[config.mk]
export PLATFORM = sky130hd
export DESIGN_NAME = kwd_top
export DESIGN_NICKNAME = d
export VERILOG_FILES = /design/src/rtl/kwd_pkg.sv /design/src/rtl/kwd_sync_slot.sv /design/src/rtl/kwd_regs.sv /design/src/rtl/kwd_presc.sv /design/src/rtl/kwd_cnt.sv /design/src/rtl/kwd_top.sv
export SDC_FILE = /design/constraint.sdc
export NUM_CORES = 1
export LEC_CHECK = 0
export BUFFER_PORTS_ARGS = -buffer_cell sky130_fd_sc_hd__buf_2
export CAP_MARGIN = 20
export CORE_MARGIN = 8
export CORE_UTILIZATION = 40
export CTS_CLUSTER_SIZE = 16
export DETAILED_ROUTE_END_ITERATION = 12
export GPL_TIMING_DRIVEN = 0
export SYNTH_ARGS = -nofsm -noshare
export SYNTH_HDL_FRONTEND = slang
export SYNTH_SLANG_ARGS = --single-unit
[constraint.sdc]
create_clock -name clk_i -period 3.1 [get_ports clk_i]
set_input_delay 0.31 -clock clk_i [delete_from_list [all_inputs] [get_ports clk_i]]
set_output_delay 0.31 -clock clk_i [all_outputs]
set_load 0.03 [all_outputs]
[src/rtl/kwd_pkg.sv]
package kwd_pkg;
  localparam int OFF_KEY  = 'h00;
  localparam int OFF_PSC  = 'h04;
  localparam int OFF_RLD  = 'h08;
  localparam int OFF_STAT = 'h0C;
  localparam int OFF_EWC  = 'h14;

  localparam logic [15:0] KEY_UNLOCK  = 16'h5555;
  localparam logic [15:0] KEY_REFRESH = 16'hAAAA;
  localparam logic [15:0] KEY_START   = 16'hCCCC;

  // sync slot index per configuration register
  localparam int CH_PSC = 0;
  localparam int CH_RLD = 1;
  localparam int CH_EWC = 2;
  localparam int N_CH   = 3;
endpackage

[src/rtl/kwd_sync_slot.sv]
module kwd_sync_slot #(
  parameter int           W        = 13,
  parameter int           SYNC_CYC = 4,
  parameter logic [W-1:0] INIT     = '0
) (
  input  logic         clk_i,
  input  logic         rst_ni,
  input  logic         tick_i,
  input  logic         load_i,
  input  logic [W-1:0] val_i,
  output logic         busy_o,
  output logic [W-1:0] q_o
);
  localparam int BC_W = $clog2(SYNC_CYC + 1);

  logic [W-1:0]    stage_q, q_q;
  logic [BC_W-1:0] bcnt_q;

  always_ff @(posedge clk_i or negedge rst_ni) begin
    if (!rst_ni) begin
      stage_q <= INIT;
      q_q     <= INIT;
      bcnt_q  <= '0;
    end else if (load_i) begin
      stage_q <= val_i;
      bcnt_q  <= BC_W'(SYNC_CYC);
    end else if (tick_i && bcnt_q != '0) begin
      if (bcnt_q == BC_W'(1)) q_q <= stage_q;
      bcnt_q <= bcnt_q - 1'b1;
    end
  end

  assign busy_o = (bcnt_q != '0);
  assign q_o    = q_q;


  busy_after_load_chk: assert property (@(posedge clk_i) disable iff (!rst_ni)
    load_i |=> busy_o);

  busy_holds_no_tick_chk: assert property (@(posedge clk_i) disable iff (!rst_ni)
    (busy_o && !tick_i) |=> (busy_o && $stable(q_o)));
endmodule

[src/rtl/kwd_regs.sv]
module kwd_regs
  import kwd_pkg::*;
#(
  parameter int ADDR_W   = 5,
  parameter int DATA_W   = 16,
  parameter int CNT_W    = 12,
  parameter int DIV_W    = 4,
  parameter int SYNC_CYC = 4
) (
  input  logic              clk_i,
  input  logic              rst_ni,
  input  logic              lsi_tick_i,
  input  logic              we_i,
  input  logic [ADDR_W-1:0] addr_i,
  input  logic [DATA_W-1:0] wdata_i,
  output logic [DATA_W-1:0] rdata_o,
  output logic [DIV_W-1:0]  psc_code_o,
  output logic [CNT_W-1:0]  reload_o,
  output logic              ew_en_o,
  output logic [CNT_W-1:0]  ew_cmp_o,
  output logic              ew_clr_o,
  output logic              start_o,
  output logic              refresh_o,
  output logic              running_o
);
  localparam int SLOT_W = CNT_W + 1;

  function automatic logic [SLOT_W-1:0] slot_init(int ch);
    return (ch == CH_RLD) ? {1'b0, {CNT_W{1'b1}}} : '0;
  endfunction

  logic              unlocked_q, running_q, key_hit, cfg_we;
  logic [15:0]       key;
  logic [N_CH-1:0]   load, busy;
  logic [SLOT_W-1:0] val [N_CH];
  logic [SLOT_W-1:0] q   [N_CH];

  assign key     = wdata_i[15:0];
  assign key_hit = we_i && (addr_i == ADDR_W'(OFF_KEY));
  assign cfg_we  = we_i && unlocked_q;

  assign load[CH_PSC] = cfg_we && (addr_i == ADDR_W'(OFF_PSC));
  assign load[CH_RLD] = cfg_we && (addr_i == ADDR_W'(OFF_RLD));
  assign load[CH_EWC] = cfg_we && (addr_i == ADDR_W'(OFF_EWC));
  assign val[CH_PSC]  = SLOT_W'(wdata_i[DIV_W-1:0]);
  assign val[CH_RLD]  = SLOT_W'(wdata_i[CNT_W-1:0]);
  assign val[CH_EWC]  = {wdata_i[15], wdata_i[CNT_W-1:0]};

  assign start_o   = key_hit && (key == KEY_START);
  assign refresh_o = key_hit && (key == KEY_REFRESH);
  assign ew_clr_o  = load[CH_EWC] && wdata_i[14];

  always_ff @(posedge clk_i or negedge rst_ni) begin
    if (!rst_ni) begin
      unlocked_q <= 1'b0;
      running_q  <= 1'b0;
    end else begin
      if (key_hit) unlocked_q <= (key == KEY_UNLOCK);
      if (start_o) running_q  <= 1'b1;
    end
  end

  for (genvar i = 0; i < N_CH; i++) begin : g_slot
    kwd_sync_slot #(.W(SLOT_W), .SYNC_CYC(SYNC_CYC), .INIT(slot_init(i))) u_slot (
      .clk_i  (clk_i),
      .rst_ni (rst_ni),
      .tick_i (lsi_tick_i),
      .load_i (load[i]),
      .val_i  (val[i]),
      .busy_o (busy[i]),
      .q_o    (q[i])
    );
  end

  assign psc_code_o = q[CH_PSC][DIV_W-1:0];
  assign reload_o   = q[CH_RLD][CNT_W-1:0];
  assign ew_en_o    = q[CH_EWC][CNT_W];
  assign ew_cmp_o   = q[CH_EWC][CNT_W-1:0];
  assign running_o  = running_q;

  always_comb begin
    rdata_o = '0;
    if (addr_i == ADDR_W'(OFF_PSC)) rdata_o[DIV_W-1:0] = psc_code_o;
    if (addr_i == ADDR_W'(OFF_RLD)) rdata_o[CNT_W-1:0] = reload_o;
    if (addr_i == ADDR_W'(OFF_STAT)) rdata_o[3:0] = {busy[CH_EWC], 1'b0, busy[CH_RLD], busy[CH_PSC]};
    if (addr_i == ADDR_W'(OFF_EWC)) begin
      rdata_o[15]        = ew_en_o;
      rdata_o[CNT_W-1:0] = ew_cmp_o;
    end
  end


  locked_no_busy_chk: assert property (@(posedge clk_i) disable iff (!rst_ni)
    !unlocked_q |=> !$rose(busy[CH_RLD]));

  run_sticky_chk: assert property (@(posedge clk_i) disable iff (!rst_ni)
    running_q |=> running_q);
endmodule

[src/rtl/kwd_presc.sv]
module kwd_presc #(
  parameter int DIV_W    = 4,
  parameter int MAX_CODE = 6
) (
  input  logic             clk_i,
  input  logic             rst_ni,
  input  logic             tick_i,
  input  logic             run_i,
  input  logic             freeze_i,
  input  logic             clr_i,
  input  logic [DIV_W-1:0] code_i,
  output logic             step_o
);
  localparam int PSC_W = MAX_CODE + 2;

  logic [PSC_W-1:0] cnt_q, last;
  logic             en;
  int               eff;

  always_comb begin
    eff  = (int'(code_i) > MAX_CODE) ? MAX_CODE : int'(code_i);
    last = PSC_W'((4 << eff) - 1);
  end

  assign en     = tick_i && run_i && !freeze_i;
  // >= keeps a shrinking divisor from overrunning the wrap point
  assign step_o = en && !clr_i && (cnt_q >= last);

  always_ff @(posedge clk_i or negedge rst_ni) begin
    if (!rst_ni)     cnt_q <= '0;
    else if (clr_i)  cnt_q <= '0;
    else if (en)     cnt_q <= step_o ? '0 : cnt_q + 1'b1;
  end


  freeze_hold_chk: assert property (@(posedge clk_i) disable iff (!rst_ni)
    (freeze_i && !clr_i) |=> $stable(cnt_q));
endmodule

[src/rtl/kwd_cnt.sv]
module kwd_cnt #(
  parameter int CNT_W = 12
) (
  input  logic             clk_i,
  input  logic             rst_ni,
  input  logic             step_i,
  input  logic             load_i,
  input  logic [CNT_W-1:0] reload_i,
  input  logic             ew_en_i,
  input  logic [CNT_W-1:0] ew_cmp_i,
  input  logic             ew_clr_i,
  output logic             rst_req_o,
  output logic             ew_irq_o
);
  logic [CNT_W-1:0] cnt_q;
  logic             req_q, ew_q;

  always_ff @(posedge clk_i or negedge rst_ni) begin
    if (!rst_ni) begin
      cnt_q <= '1;
      req_q <= 1'b0;
    end else if (load_i) begin
      cnt_q <= reload_i;
      req_q <= 1'b0;
    end else if (step_i) begin
      cnt_q <= (cnt_q == '0) ? reload_i : cnt_q - 1'b1;
      req_q <= (cnt_q == '0);
    end else begin
      req_q <= 1'b0;
    end
  end

  always_ff @(posedge clk_i or negedge rst_ni) begin
    if (!rst_ni)       ew_q <= 1'b0;
    else if (ew_clr_i) ew_q <= 1'b0;
    else if (step_i && !load_i && ew_en_i && cnt_q != '0 && (cnt_q - 1'b1) == ew_cmp_i)
      ew_q <= 1'b1;
  end

  assign rst_req_o = req_q;
  assign ew_irq_o  = ew_q && ew_en_i;


  req_single_chk: assert property (@(posedge clk_i) disable iff (!rst_ni)
    req_q |=> !req_q);

  ew_rise_on_step_chk: assert property (@(posedge clk_i) disable iff (!rst_ni)
    $rose(ew_q) |-> $past(step_i));
endmodule

[src/rtl/kwd_top.sv]
module kwd_top #(
  parameter int ADDR_W   = 5,
  parameter int DATA_W   = 16,
  parameter int CNT_W    = 12,
  parameter int DIV_W    = 4,
  parameter int MAX_CODE = 6,
  parameter int SYNC_CYC = 4
) (
  input  logic              clk_i,
  input  logic              rst_ni,
  input  logic              lsi_tick_i,
  input  logic              freeze_stop_i,
  input  logic              freeze_standby_i,
  input  logic              reg_we_i,
  input  logic [ADDR_W-1:0] reg_addr_i,
  input  logic [DATA_W-1:0] reg_wdata_i,
  output logic [DATA_W-1:0] reg_rdata_o,
  output logic              rst_req_o,
  output logic              ew_irq_o
);
  logic [DIV_W-1:0] psc_code;
  logic [CNT_W-1:0] reload, ew_cmp;
  logic             ew_en, ew_clr, start, refresh, running, step, load;

  assign load = start || refresh;

  kwd_regs #(.ADDR_W(ADDR_W), .DATA_W(DATA_W), .CNT_W(CNT_W), .DIV_W(DIV_W),
             .SYNC_CYC(SYNC_CYC)) u_regs (
    .clk_i      (clk_i),
    .rst_ni     (rst_ni),
    .lsi_tick_i (lsi_tick_i),
    .we_i       (reg_we_i),
    .addr_i     (reg_addr_i),
    .wdata_i    (reg_wdata_i),
    .rdata_o    (reg_rdata_o),
    .psc_code_o (psc_code),
    .reload_o   (reload),
    .ew_en_o    (ew_en),
    .ew_cmp_o   (ew_cmp),
    .ew_clr_o   (ew_clr),
    .start_o    (start),
    .refresh_o  (refresh),
    .running_o  (running)
  );

  kwd_presc #(.DIV_W(DIV_W), .MAX_CODE(MAX_CODE)) u_presc (
    .clk_i    (clk_i),
    .rst_ni   (rst_ni),
    .tick_i   (lsi_tick_i),
    .run_i    (running),
    .freeze_i (freeze_stop_i || freeze_standby_i),
    .clr_i    (load),
    .code_i   (psc_code),
    .step_o   (step)
  );

  kwd_cnt #(.CNT_W(CNT_W)) u_cnt (
    .clk_i     (clk_i),
    .rst_ni    (rst_ni),
    .step_i    (step),
    .load_i    (load),
    .reload_i  (reload),
    .ew_en_i   (ew_en),
    .ew_cmp_i  (ew_cmp),
    .ew_clr_i  (ew_clr),
    .rst_req_o (rst_req_o),
    .ew_irq_o  (ew_irq_o)
  );


  no_req_idle_chk: assert property (@(posedge clk_i) disable iff (!rst_ni)
    !running |-> !rst_req_o);
endmodule

==> reports/metrics.csv <==
metric;value;unit
slowest_delay;0.56;ns
switching_share;25.82;%
p_clk_share;42.5;%
cts_buffer_depth;2;
clkSlewWorstSetupHoldPaths;0.07;ns
final_cell_area;6058;µm²
critPathMostFrequentCell;a21o_1;
grt_pass1_wl;21.36;mm
cts_max_level;3;
outcome;finished, final reports clean;
seqPwrFrac;42.2;%
hold_depth;3;
holdPathEnd;u_regs.g_slot[2].u_slot.stage_q[12];
totalNegativeSetupSlack;0;ns
setup_slack;0.1158;ns
drtIter0Drc;327;
internal_power;2.256;mW
reg2reg_depth;13;
yosys_register_bits;91;
gp_congestion;0.8332;
grt_usage;16.48;%
rows;41;
hp-start;reg_wdata_i[15];
cts_buffers;9;
crit_path_start_kind;flop;
vdd_drop_max;0.0003595;V
post-route-min-period;2.984;ns
wire_per_inst;17.92;µm
p_per_area;502.1;nW/µm²
p_total;3.042;mW
antenna_found_initial;0;
clock_skew;0.006429;ns
path_cells;or4_4, ha_4, nor4_4, a21o_1, a21oi_2, ha_1, nand2_2, a211o_4, a21oi_4, buf_6, a21o_1, nand2_1, o21ai_0;
cp_max_fo;6;
slew_violations;0;
yosysUniqueCellTypes;58;
layout-drive-gt1-share;33.21;%
ys_async_sr_fraction;100.0;%
syn_area_per_cell;10.29;µm²
cts-root-buf;clkbuf_16;
port_buffers;40;
area_delta_synth_final;18.91;%
hold_violations;0;
p_switching;0.7855;mW
pre_cts_slack;-0.3428;ns
maxCapViolCount;0;
path_class;reg -> reg;
ys_seq_area_share;45.58;%
ys_warn_count;0;
start_util;40.70;%
dpl.hpwl;9.581;mm
fin_nets;601;
drcViolationCount;0;
r2r_start;u_regs.g_slot[0].u_slot.q_o[1];
clock_sinks;91;
wl;13.12;mm
regToRegSetupSlack;0.12;ns
ios;45;
n_antenna_cell;0;
tritoncts;built;
fp.dieW;128.9;µm
worstMarginPinSlew;0.9231;ns
synth_most_common_cell;nand2_1;
synth_enable_flop_cells;0;
yosys-top-cells-count;58 x nand2_1, 55 x dfrtp_1, 39 x mux2_2;
relSlewSlack;37.89;%
synth_area;5095;µm²
place_area;5560;µm²
period_share;96.27;%
dieArea;16600;µm²
synth_top_area_cell;dfrtp_1;
min_path_type;in -> reg;
vias_per_cell;5.469;
ant_nets;0;
setup_viol;0;
core_area;12520;µm²
combPwrFrac;15.3;%
clock_latency;0.34;ns
grt_overflow;0;
fillers;1197;
worst_ep_arrival_time;3.25;ns
vias;4003;
cpMaxStageDelayCell;or4_4;
rsz0062_at_grt;yes;
end_kind;flop;
p_leak;2.817;nW
synth_top_flop_cell;dfrtp_1;
fp.dieH;128.9;µm
grt_max_degree;74;
netlist.area_leader.share;27.01;%
fmax;335.1;MHz
grt_pass1_vias;4010;
syn_inst;495;
synthTopCellsByArea;dfrtp_1 27%, dfstp_2 19%, mux2_2 8.6%;
timing.rr.end;u_cnt.cnt_q[9];
required;3.36;ns
drt-pass1-iter-count;5;
-- cell families (layout without fill, tap and decap cells) --
| logic type | Yosys count | count (layout) | synth area share [%] |
|---|---|---|---|
| AND/OR/NAND/NOR | 178 | 178 | 18.32 |
| AO/OA/AOI/OAI | 98 | 98 | 12.23 |
| flip-flops | 91 | 91 | 45.58 |
| multiplexers | 50 | 50 | 11.76 |
| buffers and inverters | 36 | 99 | 3.585 |
| XOR/XNOR | 22 | 22 | 3.782 |
| adder cells (fa/ha/maj) | 19 | 19 | 4.666 |
| other | 1 | 3 | 0.07360 |
-- sequential cells by signal, summed over array words and instances (netlist names) --
signal                        flops
u_regs.g_slot.u_slot.q_o         29
u_regs.g_slot.u_slot.stage_q     29
u_cnt.cnt_q                      12
u_regs.g_slot.u_slot.bcnt_q       9
u_presc.cnt_q                     8
u_cnt.ew_q                        1
u_cnt.rst_req_o                   1
u_regs.running_o                  1
u_regs.unlocked_q                 1
-- metal layers --
metal | GRT usage [%] | part of all wire [%] | up-vias
met5 | 0 | 0 | -
met4 | 4.561 | 1.3 | 0
met3 | 2.772 | 3.3 | 12
met2 | 27.16 | 49 | 76
met1 | 21.80 | 46 | 2023
li1 | - | - | 1892
-- stage by stage --
step	cells	util (%)	hold WS, ns
2_1_floorplan	497	-	0.01441
3_3_place_gp	709	44.18	0.4520
3_5_place_dp	710	44.42	0.2139
4_1_cts	731	48.00	0.1777
5_1_grt	732	48.40	0.2054
6_report	732	48.40	0.1893
-- layout make-up --
type                    instances  area (µm²)  area share (%)
repair buffers                 49       296.5           4.895
clock inverters                 6       112.6           1.859
flip-flops and latches         91        2326           38.39
plain buffers                  22       141.4           2.334
well taps                     172       215.2           3.552
inverters                      12       45.04          0.7435
clock buffers                  10       239.0           3.945
multi-input cells             370        2683           44.28
-- critical path: cells and delay by family (launching register included) --
family | cells | cell delay, ns
compound gates | 6 | 1.03
simple gates | 4 | 0.83
fa+ha+maj | 2 | 0.48
flops | 1 | 0.40
buf+inv | 1 | 0.16
-- power groups by stage --
stage | clock network, mW | registers [mW] | logic [mW]
CTS | 1.31 | 1.28 | 0.468
global placement | 0 | 1.30 | 0.431
floorplan | 0 | 1.29 | 0.327
global route | 1.36 | 1.29 | 0.520
detailed placement | 0 | 1.30 | 0.464
finish | 1.29 | 1.28 | 0.464
-- worst max-delay path by stage --
stage,startpoint,to,slack (ns),cells past startpoint
2_1_floorplan,u_regs.g_slot[0].u_slot.q_o[1],u_cnt.cnt_q[9],0.04,14
3_3_place_gp,u_regs.g_slot[0].u_slot.q_o[1],u_cnt.cnt_q[2],-0.30,14
3_5_place_dp,u_regs.g_slot[0].u_slot.q_o[1],u_cnt.cnt_q[2],-0.34,14
4_1_cts,u_regs.g_slot[0].u_slot.q_o[1],u_cnt.cnt_q[9],0.03,13
5_1_grt,u_regs.g_slot[0].u_slot.q_o[1],u_cnt.cnt_q[6],-0.05,13
6_report,u_regs.g_slot[0].u_slot.q_o[1],u_cnt.cnt_q[9],0.12,13
-- cell usage in the layout, fill, tap and decap left out, types with 5 or more instances in the layout --
master | netlist | routed
a21o_1 | 6 | 5
a21oi_1 | 36 | 32
a22o_1 | 8 | 8
and3_1 | 13 | 13
buf_2 | 3 | 42
buf_4 | 7 | 13
clkbuf_1 | 10 | 8
clkbuf_16 | 0 | 9
dfrtp_1 | 55 | 52
dfstp_2 | 36 | 36
ha_1 | 19 | 18
inv_1 | 12 | 12
mux2_2 | 39 | 39
mux2_4 | 10 | 10
nand2_1 | 58 | 57
nand3_1 | 14 | 13
nand4_1 | 10 | 10
nor2_1 | 36 | 35
nor3_1 | 6 | 6
nor4bb_1 | 6 | 6
o21ai_0 | 17 | 16
xnor2_1 | 19 | 19
-- repair_timing --
item,in CTS,in global routing
hold buffers,1,0
hold endpoints to repair,18,0
buffers inserted,5,1
pin swaps,2,4
gates resized for setup,12,12
gates cloned,1,0
setup endpoints to repair,18,18
Power figures use the tool's default switching activity.
